`src/rtl/dvfs_level_ctrl.sv`:
```
module dvfs_level_ctrl #(
  parameter int CNT_W = 25
) (
  input  logic             clk,
  input  logic             rst_n,
  input  logic             cfg_we,
  input  logic [1:0]       cfg_addr,
  input  logic [31:0]      cfg_wdata,
  input  logic             rate_req,
  input  logic [2:0]       rate_div,
  input  logic             src_req,
  input  logic [1:0]       src_val,
  input  logic [CNT_W-1:0] settle_cycles,
  output logic [1:0]       cur_level,
  output logic             busy,
  output logic             dyn_en,
  output logic [1:0]       clk_src,
  output logic             clk_csel,
  output logic [2:0]       clk_div,
  output logic             rate_ok,
  output logic             rate_err,
  output logic             src_err
);
  localparam int LEVELS   = 4;
  localparam int SRC_LSB  = 9;
  localparam int CSEL_BIT = 11;
  localparam int DIV_LSB  = 13;
  localparam int EVEN_OFS = 16;
  localparam int DYN_BIT  = 31;

  logic [31:0]      pair_q [2];
  logic [1:0]       stat_src;
  logic [2:0]       stat_div;
  logic             stat_csel;
  logic [CNT_W-1:0] wait_cnt;

  logic [2:0] lvl_div  [LEVELS];
  logic [1:0] lvl_src  [LEVELS];
  logic       lvl_csel [LEVELS];

  for (genvar g = 0; g < LEVELS; g++) begin : g_slot
    localparam int OFS = (g % 2 == 0) ? EVEN_OFS : 0;
    assign lvl_div[g]  = pair_q[g/2][OFS+DIV_LSB +: 3];
    assign lvl_src[g]  = pair_q[g/2][OFS+SRC_LSB +: 2];
    assign lvl_csel[g] = pair_q[g/2][OFS+CSEL_BIT];
  end

  logic       hit;
  logic [1:0] hit_lvl;
  always_comb begin
    hit = 1'b0;
    hit_lvl = 2'd0;
    for (int i = LEVELS-1; i >= 0; i--) begin
      if (lvl_div[i] == rate_div) begin
        hit = 1'b1;
        hit_lvl = 2'(i);
      end
    end
  end

  assign clk_src  = dyn_en ? lvl_src[cur_level]  : stat_src;
  assign clk_div  = dyn_en ? lvl_div[cur_level]  : stat_div;
  assign clk_csel = dyn_en ? lvl_csel[cur_level] : stat_csel;

  always_ff @(posedge clk or negedge rst_n) begin
    if (!rst_n) begin
      pair_q[0] <= '0;
      pair_q[1] <= '0;
      stat_src  <= '0;
      stat_div  <= '0;
      stat_csel <= 1'b0;
      dyn_en    <= 1'b0;
      cur_level <= 2'd0;
      busy      <= 1'b0;
      wait_cnt  <= '0;
      rate_ok   <= 1'b0;
      rate_err  <= 1'b0;
      src_err   <= 1'b0;
    end else begin
      rate_ok  <= 1'b0;
      rate_err <= 1'b0;
      src_err  <= 1'b0;
      if (cfg_we) begin
        case (cfg_addr)
          2'd0: pair_q[0] <= cfg_wdata;
          2'd1: pair_q[1] <= cfg_wdata;
          2'd2: dyn_en <= cfg_wdata[DYN_BIT];
          default: begin
            stat_src  <= cfg_wdata[1:0];
            stat_div  <= cfg_wdata[6:4];
            stat_csel <= cfg_wdata[8];
          end
        endcase
      end
      if (src_req && !busy) begin
        if (dyn_en) src_err <= 1'b1;
        else begin
          for (int p = 0; p < 2; p++) begin
            pair_q[p][SRC_LSB +: 2]          <= src_val;
            pair_q[p][EVEN_OFS+SRC_LSB +: 2] <= src_val;
          end
        end
      end
      if (busy) begin
        if (wait_cnt == '0) begin
          cur_level <= 2'd0;
          busy      <= 1'b0;
        end else begin
          wait_cnt <= wait_cnt - 1'b1;
        end
      end else if (rate_req) begin
        if (!dyn_en || !hit) begin
          rate_err <= 1'b1;
        end else begin
          rate_ok <= 1'b1;
          if (hit_lvl == 2'd0 && cur_level[1]) begin
            cur_level <= 2'd1;
            busy      <= 1'b1;
            wait_cnt  <= settle_cycles;
          end else begin
            cur_level <= hit_lvl;
          end
        end
      end
    end
  end
endmodule

```
`config.mk`:
```
export PLATFORM = sky130hd
export DESIGN_NAME = dvfs_level_ctrl
export DESIGN_NICKNAME = d
export VERILOG_FILES = /design/src/rtl/dvfs_level_ctrl.sv
export SDC_FILE = /design/constraint.sdc
export NUM_CORES = 1
export LEC_CHECK = 0
export BUFFER_PORTS_ARGS = -buffer_cell sky130_fd_sc_hd__buf_2
export CAP_MARGIN = 25
export CORE_MARGIN = 1
export CORE_UTILIZATION = 55
export CTS_BUF_LIST = sky130_fd_sc_hd__clkbuf_8
export DETAILED_ROUTE_END_ITERATION = 8
export HOLD_SLACK_MARGIN = 0.05
export MAX_ROUTING_LAYER = met4
export PLACE_DENSITY = 0.81
export SLEW_MARGIN = 15
export SYNTH_ARGS = -nofsm -noshare
export SYNTH_HDL_FRONTEND = slang
export SYNTH_SLANG_ARGS = --single-unit
```
`constraint.sdc`:
```
create_clock -name clk -period 2.2 [get_ports clk]
set_input_delay 0.11 -clock clk [delete_from_list [all_inputs] [get_ports clk]]
set_output_delay 0.11 -clock clk [all_outputs]
set_load 0.03 [all_outputs]
```
Yosys cells after proc, flatten, opt, wreduce, memory -nomap -nowiden
Cells that the tools add are included.
{"block": "classes", "n_addsub": 1, "n_lt_le_gt_ge": 1, "eq_ne": 9, "muxes": 54, "bitwise": 2, "reduce_logical": 18}
{"op": "2-to-1 mux 25 bit", "n": 5}
{"op": "2-to-1 mux 59 bit", "n": 1}
{"op": "2-to-1 mux 2 bit", "n": 20}
{"op": "2-to-1 mux 32 bit", "n": 1}
{"op": "2-to-1 mux 27 bit", "n": 1}
{"op": "zero test 25 bit", "n": 1}
{"op": "subtractor 25 x 1 -> 25 bit (second input constant)", "n": 1}
{"op": "2-to-1 mux 1 bit", "n": 20}
{"op": "equality test 3 bit", "n": 4}
{"op": "2-to-1 mux 3 bit", "n": 3}
{"op": "AND reduction 2 bit", "n": 4}
{"op": "binary-select mux 3 bit (select 2 bit)", "n": 1}
{"op": "binary-select mux 2 bit (select 2 bit)", "n": 1}
{"op": "zero test 2 bit", "n": 2}
{"op": "inequality test 2 bit (second input constant)", "n": 2}
{"op": "AND reduction 4 bit", "n": 1}
{"op": "nonzero test 2 bit", "n": 2}
{"op": ">= comparator 3 bit (second input constant)", "n": 1}
{"op": "zero test 1 bit", "n": 3}
{"op": "NOT 2 -> 3 bit", "n": 1}
{"op": "AND reduction 3 bit", "n": 1}
{"op": "OR reduction 3 bit", "n": 1}
{"op": "binary-select mux 1 bit (select 2 bit)", "n": 1}
{"op": "equality test 2 x 1 -> 1 bit (second input constant)", "n": 1}
{"op": "5 further kinds", "n": 6}
{"block": "totals", "ff_bits": 102, "inputBits": 69, "out_inout_bits": 13, "wordCells": 99}

Depth between registers and ports, before layout
Gate-level depths: netlist of run 1.
{"block": "logic_depth", "word_depth": 11, "mapped_depth": 8}

Worst setup path after synthesis of run 1
OpenSTA, ideal clock, no wires.
{"block": "synth_timing", "path_kind": "register to register", "start": "reg wait_cnt[5]", "end": "reg wait_cnt[17]", "t_arrival_ps": 1857, "path_slack_ps": 257, "path_stages_with_launch": 6, "n_path_buf": 0, "cell_sequence": "dfrtp_1 -> nor4_4 -> nand3_1 -> nor4_2 -> mux2_2 -> nor3_1"}
{"block": "synth_via", "elab_chain_cells": 3}
{"item": "from (decl)", "line_no": "35", "text": "logic [CNT_W-1:0] wait_cnt;"}
{"item": "from (signal assigned)", "line_no": "109", "text": "wait_cnt <= wait_cnt - 1'b1;"}
{"item": "from (signal assigned)", "line_no": "119", "text": "wait_cnt <= settle_cycles;"}
{"item": "subtractor 25 x 1 -> 25 bit or zero test 25 bit (tied branches)", "line_no": "109, 105"}
{"item": "2-to-1 mux 25 bit or inequality test 2 bit (tied branches)"}
{"item": "2-to-1 mux 25 bit or AND reduction 4 bit (tied branches)"}
Parallel ways exist; a longest one is shown, timed or not. The select of a mux whose other input is x is not followed.
A chain may end at the register's enable or synchronous reset.

Worst setup path after layout of run 1
{"block": "layout_timing", "start": "reg cur_level[1]", "end": "out clk_div[1]"}
{"block": "layout_via", "elab_chain_cells": 5}
{"item": "from (decl)", "line_no": "14", "text": "output logic [1:0] cur_level,"}
{"item": "from (signal assigned)", "line_no": "121", "text": "cur_level <= hit_lvl;"}
{"item": "NOT 2 -> 3 bit (implied by the code)", "line_no": "62", "text": "assign clk_div = dyn_en ? lvl_div[cur_level] : stat_div;"}
{"item": "binary-select mux 3 bit (select 2 bit)", "line_no": "62"}
{"item": "2-to-1 mux 3 bit (implied by the code) (2 in a row)", "line_no": "62"}
{"item": "2-to-1 mux 3 bit", "line_no": "62"}
{"item": "to (decl)", "line_no": "19", "text": "output logic [2:0] clk_div,"}
Every way passes these cells. The select of a mux whose other input is x is not followed.

==> results of run 1 <==
-- routing by layer --
metal  share of wire (%)  track usage, %
met1                  41            34.4
met2                  53            53.0
met3                 5.1            6.33
met4                 1.3            9.30
met5                   0               -
-- cells in the mapped netlist (all sizes together) (3+ instances only) --
library cell	n	share of area [%]
nor2	25	2.9
and3	6	1.1
a22oi	3	0.64
xor2	5	1.3
xnor2	18	4.5
buf	8	1.3
o21ai	3	0.43
and2	3	0.54
nor3	13	2.5
nand4	6	1.1
nand3	11	1.6
a211oi	6	1.3
inv	10	1.1
a21oi	19	3.0
nand2	17	1.8
o22ai	4	0.72
mux2	31	10
clkbuf	9	0.97
dfrtp	62	44
nor4	7	1.9
and4	3	0.86
mux2i	13	3.7
o221a	4	1.3
mux4	6	3.9
-- worst reg2reg max path: stages, from the launching register on --
cell and delay [ns]:
sky130_fd_sc_hd__dfrtp_1 0.38, sky130_fd_sc_hd__buf_4 0.22, sky130_fd_sc_hd__inv_2 0.34, sky130_fd_sc_hd__nand3_1 0.42
sky130_fd_sc_hd__nor2_1 0.39, sky130_fd_sc_hd__a21oi_1 0.11
-- report_power, final --
group | switching (W) | internal, W | total [W]
combinational | 0.00106 | 0.000869 | 0.00193
sequential | 0.000356 | 0.00149 | 0.00185
clock | 0.000463 | 0.000781 | 0.00124
-- cell type report --
class	count	share of cell area, %
Multi-Input combinational cell	233	41.0
Sequential cell	62	34.8
Timing Repair Buffer	105	15.6
Clock buffer	10	3.09
Clock inverter	6	2.47
Tap cell	75	2.10
Inverter	10	0.898
-- metrics by stage --
step | util, % | std cells | total power, W | area, sq um
6_report | 74.0 | 501 | 0.00502 | 4460
4_1_cts | 74.0 | 501 | 0.00500 | 4460
2_1_floorplan | - | 322 | 0.00316 | 3500
3_5_place_dp | 65.7 | 460 | 0.00369 | 3960
3_3_place_gp | 65.7 | 460 | 0.00362 | 3960
5_1_grt | 74.0 | 501 | 0.00529 | 4460
-- cell families after synthesis --
kind of cell,count (synthesis),synth area share [%]
AOI/OAI and AO/OA,55,11.3
xor gates and xnor gates,23,5.76
DFF,62,44.4
and+or+nand+nor,103,16.9
adders and majority gates,2,0.716
muxes,50,17.6
buffers and inverters,27,3.40
-- worst paths after layout --
| check | start | to | slack, ns | depth (start not counted) |
|---|---|---|---|---|
| hold / removal | settle_cycles[17] | wait_cnt[17] | 0.05 | 3 |
| min in group asynchronous | rst_n | wait_cnt[4] | 0.34 | 2 |
| hold reg to reg | lvl_csel[0] | lvl_csel[0] | 0.53 | 1 |
| setup reg to reg | busy | lvl_src[4] | 0.20 | 5 |
| setup / recovery | cur_level[1] | clk_div[1] | 0.19 | 4 |
| max in group asynchronous | rst_n | lvl_csel[2] | 1.23 | 3 |
-- repair_timing --
| item | in CTS | in global routing |
|---|---|---|
| buffers inserted | 0 | 0 |
| resized for setup | 0 | 1 |
| setup endpoints to repair | 0 | 1 |
| hold endpoints to repair | 60 | 0 |
| hold buffers | 25 | 0 |
-- cells in the final DEF, fill, tap and decap left out, types with 4 or more instances in the layout --
cell type	Yosys	layout
sky130_fd_sc_hd__nand3_1	11	11
sky130_fd_sc_hd__xnor2_1	18	18
sky130_fd_sc_hd__nand4_1	6	6
sky130_fd_sc_hd__dfrtp_1	62	61
sky130_fd_sc_hd__and3_1	5	5
sky130_fd_sc_hd__xor2_1	5	5
sky130_fd_sc_hd__mux2_2	31	31
sky130_fd_sc_hd__o22ai_1	4	4
sky130_fd_sc_hd__mux2i_1	13	13
sky130_fd_sc_hd__o221a_1	4	4
sky130_fd_sc_hd__buf_4	0	12
sky130_fd_sc_hd__nor3_1	10	10
sky130_fd_sc_hd__nor2_1	24	24
sky130_fd_sc_hd__dlygate4sd3_1	0	25
sky130_fd_sc_hd__mux4_2	6	6
sky130_fd_sc_hd__nor4_1	5	5
sky130_fd_sc_hd__a211oi_1	6	6
sky130_fd_sc_hd__clkbuf_8	0	10
sky130_fd_sc_hd__nand2_1	17	17
sky130_fd_sc_hd__inv_1	8	9
sky130_fd_sc_hd__a21oi_1	18	18
sky130_fd_sc_hd__buf_2	6	67
-- state kept, by name, summed over array words and instances (netlist names) --
register / cells
stat_csel: 1
stat_src: 2
wait_cnt: 25
rate_err: 1
rate_ok: 1
lvl_div: 12
lvl_csel: 4
src_err: 1
lvl_src: 8
dyn_en: 1
busy: 1
stat_div: 3
cur_level: 2
==> summary.md, run 1 <==
## Final layout
* **area taken by multi-input logic gates** 1830 sq um
* **antenna cells** 0
* **storage element area** 1550 sq um
* **Layout Area Growth over Synthesis** 27.6%
* **Post-layout nets** 492
* **share of cells above drive strength 1** 34.7%
* **count of filler cells inserted in the layout** 434

## Worst setup path
* **delay contributed by the slowest stage of the critical path** 0.56 ns
* **largest delay contributor family on the critical path** multiplexers
* **required arrival time at the worst endpoint** 2.09 ns
* **CP arrival** 1.90 ns
* **critical path start-end classification** reg -> out
* **Max Fanout on Critical Path** 9
* **crit path cell chain** buf_4, mux4_2, mux2_2, buf_2
* **slowest stage cell on the critical path** sky130_fd_sc_hd__mux4_2
* **startpoint type of the worst setup path** flop
* **Worst Setup End Kind** output pin
* **Worst Path Buf+Inv** 2

## Synth
* **number of different library cells in the post-synthesis netlist** 57
* **per-instance average area after synthesis** 10.9 sq um
* **total nets after synthesis** 393
* **number of flip-flops and latches in the synthesized netlist** 62
* **sequential fraction of the synthesis area** 44.4%
* **Syn. warnings** 0
* **Post-synth EDFFs** 0
* **flip-flop cell with the highest count after synthesis** sky130_fd_sc_hd__dfrtp_1
* **Async SR Flop Fraction** 100%
* **cell area after synthesis** 3500 sq um
* **Cells after Synth** 322

## STA
* **largest clock skew in the final design** 0.0103 ns
* **measured slew at the worst slew-check pin** 0.743 ns
* **setup repair after global routing missed its margin** no
* **part of the cycle the worst path needs** 91.5%
* **final setup vio count** 0
* **fin worst setup slack** 0.187 ns
* **Worst Hold Margin** 0.0512 ns
* **peak clock frequency supported by timing** 497 MHz
* **worst rel slew slack** 50.3%
* **Slew Viols, Final** 0
* **Final min period** 2.01 ns
* **total negative slack for setup checks** 0 ns
* **final number of hold-violating endpoints** 0

## Clocking
* **Worst-path clk slew** 0.07 ns
* **clock buffer depth** 2
* **Max H-tree Level** 3
* **CTS tree** yes
* **number of sinks driven by the clock tree** 62
* **worst skew pair latency** 0.35 ns
* **cell chosen for the clock root** sky130_fd_sc_hd__clkbuf_8
* **Num CTS Buffers** 9

## GRT
* **global-route wire length before repair** 14400 um
* **vias in the first global route** 3034
* **GRT Util Overall** 30.2%
* **maximum number of pins on one net before global-route repair** 36
* **Remaining Overflow, GRT** 0
* **antenna violations before repair** 0

## Routing
* **WL per Instance** 18.1 um
* **average via count per standard cell** 6.02
* **vias after detailed routing** 3017
* **first-pass detailed-route iteration total** 4
* **initial DRC count** 200
* **remaining routing DRC violations** 0
* **Final ANT Viol Nets** 0
* **Final Routed Wirelength** 9070 um

## Floorplan
* **vertical extent of the die** 81.7 um
* **site row count** 28
* **number of placed I/O pins** 82
* **initial cell density of the core** 58.0%
* **standard cell core area** 6030 sq um
* **area of the die** 6680 sq um
* **Horiz. Die Dim** 81.7 um

## Placement
* **total half-perimeter wirelength after legalization and detailed placement** 5840 um
* **Post-Place Setup Slack** 0.277 ns
* **count of input and output buffers** 67
* **routability congestion estimate from global placement** 0.840

## Power and ir drop
* **largest vdd supply drop** 868 uV
* **leak pwr** 1.92 nW
* **P per Cell Area** 1130 nW/um^2

## Worst hold path
* **path type of the worst min-delay path** in -> reg

## Run status
* **status** finished, final reports clean

## Flow run
* **Max-cap violations** 0

(Power assumes the default switching activity.)
==> run 2: changes to the inputs <==
--- a/config.mk
+++ b/config.mk
@@ -14,6 +14,7 @@
 export HOLD_SLACK_MARGIN = 0.05
 export MAX_ROUTING_LAYER = met4
 export PLACE_DENSITY = 0.81
+export SETUP_SLACK_MARGIN = 0.3
 export SLEW_MARGIN = 15
 export SYNTH_ARGS = -nofsm -noshare
 export SYNTH_HDL_FRONTEND = slang
==> run 2 against run 1 <==
Against the previous run: clock power shrank 14%; utilization up 5.0 points; largest cell class unchanged; critical endpoint unchanged; routed wire length rose by 7.4%; cell count rose by 4.0%.
==> summary.md, run 2 (synthesis results as in run 1) <==
## STA
* **final number of hold-violating endpoints** 0, unchanged
* **setup repair after global routing missed its margin** yes
* **Final min period** 1.93 ns, -0.0793 ns
* **peak clock frequency supported by timing** 517 MHz, +4.1%
* **measured slew at the worst slew-check pin** 0.777 ns, +0.0334 ns
* **worst rel slew slack** 48.2%, -2.1 points
* **Slew Viols, Final** 0, unchanged
* **total negative slack for setup checks** 0 ns, unchanged
* **part of the cycle the worst path needs** 87.9%, -3.6 points
* **final setup vio count** 0, unchanged
* **fin worst setup slack** 0.266 ns, +0.0793 ns
* **largest clock skew in the final design** 0.0116 ns, +0.00130 ns

## Worst hold path
* **hold wc startpoint** settle_cycles[20]
* **endpoint with the worst hold slack** wait_cnt[20]
* **path type of the worst min-delay path** in -> reg
* **hold-critical path depth** 3, unchanged

## Routing
* **WL per Instance** 18.7 um, +3.3%
* **average via count per standard cell** 5.92, -1.7%
* **Final ANT Viol Nets** 0, unchanged
* **Final Routed Wirelength** 9740 um, +7.4%
* **met3 wire length** 530 um, +13%
* **first-pass detailed-route iteration total** 4, unchanged
* **Routed met2 length** 5110 um, +6.7%
* **length of routed wiring on met1** 3930 um, +6.4%
* **initial DRC count** 220, +10%
* **vias after detailed routing** 3085, +2.3%
* **remaining routing DRC violations** 0, unchanged
* **max layer used** met4

## Worst setup path
* **R2R Path Start** busy
* **startpoint type of the worst setup path** flop
* **register-to-register path setup slack** 0.29 ns, +0.09 ns
* **critical path start-end classification** reg -> out
* **slowest stage cell on the critical path** sky130_fd_sc_hd__mux4_2
* **CP arrival** 1.82 ns, -0.08 ns
* **crit path cell chain** buf_6, mux4_2, mux2_4, buf_6
* **capturing point of the worst reg2reg path** lvl_src[4]
* **Most Frequent Cell on Critical Path** sky130_fd_sc_hd__buf_6
* **delay contributed by the slowest stage of the critical path** 0.54 ns, -0.02 ns
* **worst r2r path cells** 6, +1
* **Worst Setup End Kind** output pin
* **required arrival time at the worst endpoint** 2.09 ns, about the same
* **Max Fanout on Critical Path** 5, -4

## Final layout
* **share of cells above drive strength 1** 41.3%, +6.5 points
* **antenna cells** 0, unchanged
* **most used cells in the layout excluding fill and tap cells** sky130_fd_sc_hd__buf_2 (61), sky130_fd_sc_hd__dfrtp_1 (60), sky130_fd_sc_hd__dlygate4sd3_1 (31), sky130_fd_sc_hd__buf_4 (25), sky130_fd_sc_hd__mux2_2 (24)
* **Post-layout nets** 512, +4.1%
* **most common cell after layout, fill and taps aside** sky130_fd_sc_hd__buf_2
* **number of flip-flops under the largest register name** 25, unchanged
* **Layout Area Growth over Synthesis** 36.3%
* **count of filler cells inserted in the layout** 369, -15%
* **largest register by flop count** wait_cnt

## Flow run
* **Max-cap violations** 0, unchanged

## Clocking
* **number of sinks driven by the clock tree** 62, unchanged
* **clock buffer depth** 2, unchanged
* **Max H-tree Level** 3, unchanged
* **worst skew pair latency** 0.35 ns, about the same
* **cell chosen for the clock root** sky130_fd_sc_hd__clkbuf_8
* **CTS tree** yes
* **Worst-path clk slew** 0.07 ns, about the same
* **Num CTS Buffers** 9, unchanged

## Placement
* **count of input and output buffers** 67, unchanged
* **total half-perimeter wirelength after legalization and detailed placement** 5810 um, -0.52%
* **Post-Place Setup Slack** 0.209 ns, -0.0687 ns
* **routability congestion estimate from global placement** 0.836, -0.51%

## Power and ir drop
* **Flop pwr share** 35.6%, -1.2 points
* **Internal Power** 0.00316 W, +0.73%
* **largest vdd supply drop** 709 uV, -18%
* **share of total power consumed by net switching** 39.8%, +2.3 points
* **fraction of power consumed by the clock network** 20.4%, -4.4 points
* **Sw Pwr** 0.00209 W, +11%
* **P per Cell Area** 1100 nW/um^2, -2.1%
* **leak pwr** 2.05 nW, +7.0%
* **combinational share of power** 44.0%, +5.5 points

## GRT
* **maximum number of pins on one net before global-route repair** 36, unchanged
* **global-route wire length before repair** 14800 um, +3.3%
* **Remaining Overflow, GRT** 0, unchanged
* **antenna violations before repair** 0, unchanged
* **vias in the first global route** 3198, +5.4%
* **GRT Util Overall** 30.7%, +0.54 points

## Floorplan
* **number of placed I/O pins** 82, unchanged
* **site row count** 28, unchanged
* **vertical extent of the die** 81.7 um, unchanged
* **standard cell core area** 6030 sq um, unchanged
* **initial cell density of the core** 58.0%, unchanged
* **Horiz. Die Dim** 81.7 um, unchanged
* **area of the die** 6680 sq um, unchanged

## Run status
* **status** finished, final reports clean

[run 2: cell count changes in the layout (fill, tap and decap cells not counted), sizes merged]
cell         before  now
dlygate4sd3      25   31
buf              80   94
bufinv            3    1
clkinvlp          1    2
inv              11   10
clkinv            1    3
[run 2: worst max-delay path: cells and delay by family (launching register included)]
kind,cells,cell delay [ns]
multiplexers,2,0.84
flip-flops,1,0.36
buffers and inverters,2,0.28
[run 2: worst max path at each step]
stage	from	endpoint	slack (ns)	cells past startpoint
6_report	cur_level[1]	clk_div[1]	0.27	4
2_1_floorplan	cur_level[1]	wait_cnt[11]	0.31	7
3_3_place_gp	wait_cnt[15]	wait_cnt[2]	0.24	7
5_1_grt	busy	lvl_src[4]	0.20	6
4_1_cts	cur_level[0]	clk_csel	0.26	3
3_5_place_dp	wait_cnt[0]	wait_cnt[20]	0.21	8
[run 2: cell type report]
| type | instances | area (sq um) | area share [%] |
|---|---|---|---|
| inverter | 10 | 42.5 | 0.893 |
| clock buffer | 10 | 138 | 2.89 |
| timing repair buffer | 125 | 893 | 18.8 |
| sequential | 62 | 1550 | 32.6 |
| tap | 75 | 93.8 | 1.97 |
| multi-input combinational | 233 | 1970 | 41.4 |
| clock inverter | 6 | 71.3 | 1.50 |
[run 2: routing by layer]
layer / GRT usage, % / vias up
li1: - / 1432
met1: 36.2 / 1522
met2: 51.5 / 117
met3: 6.44 / 14
met4: 11.9 / 0
met5: - / -
[run 2: power by group through the flow]
| stage | combinational [W] | sequential, W | clock [W] |
|---|---|---|---|
| floorplan | 0.00132 | 0.00184 | 0 |
| global placement | 0.00180 | 0.00183 | 0 |
| detailed placement | 0.00185 | 0.00186 | 0 |
| CTS | 0.00209 | 0.00183 | 0.00107 |
| global route | 0.00246 | 0.00191 | 0.00112 |
| finish | 0.00231 | 0.00187 | 0.00107 |
[run 2: through the flow]
step | std cells | cell area (sq um) | total power (W) | hold slack [ns] | util [%]
floorplan | 322 | 3500 | 0.00316 | -0.186 | -
global placement | 463 | 3980 | 0.00362 | 0.227 | 66.0
detailed placement | 463 | 3980 | 0.00371 | 0.228 | 66.0
CTS | 520 | 4630 | 0.00499 | 0.0527 | 76.8
global route | 521 | 4760 | 0.00548 | 0.0669 | 79.1
finish | 521 | 4760 | 0.00525 | 0.0676 | 79.1
[run 2: repair_timing]
action,CTS,global route
gates resized for setup,18,35
setup buffers,10,1
gates cloned,0,0
endpoints found under the setup margin,17,31
hold buffers,31,0
endpoints found under the hold margin,74,0
pin swaps,5,8
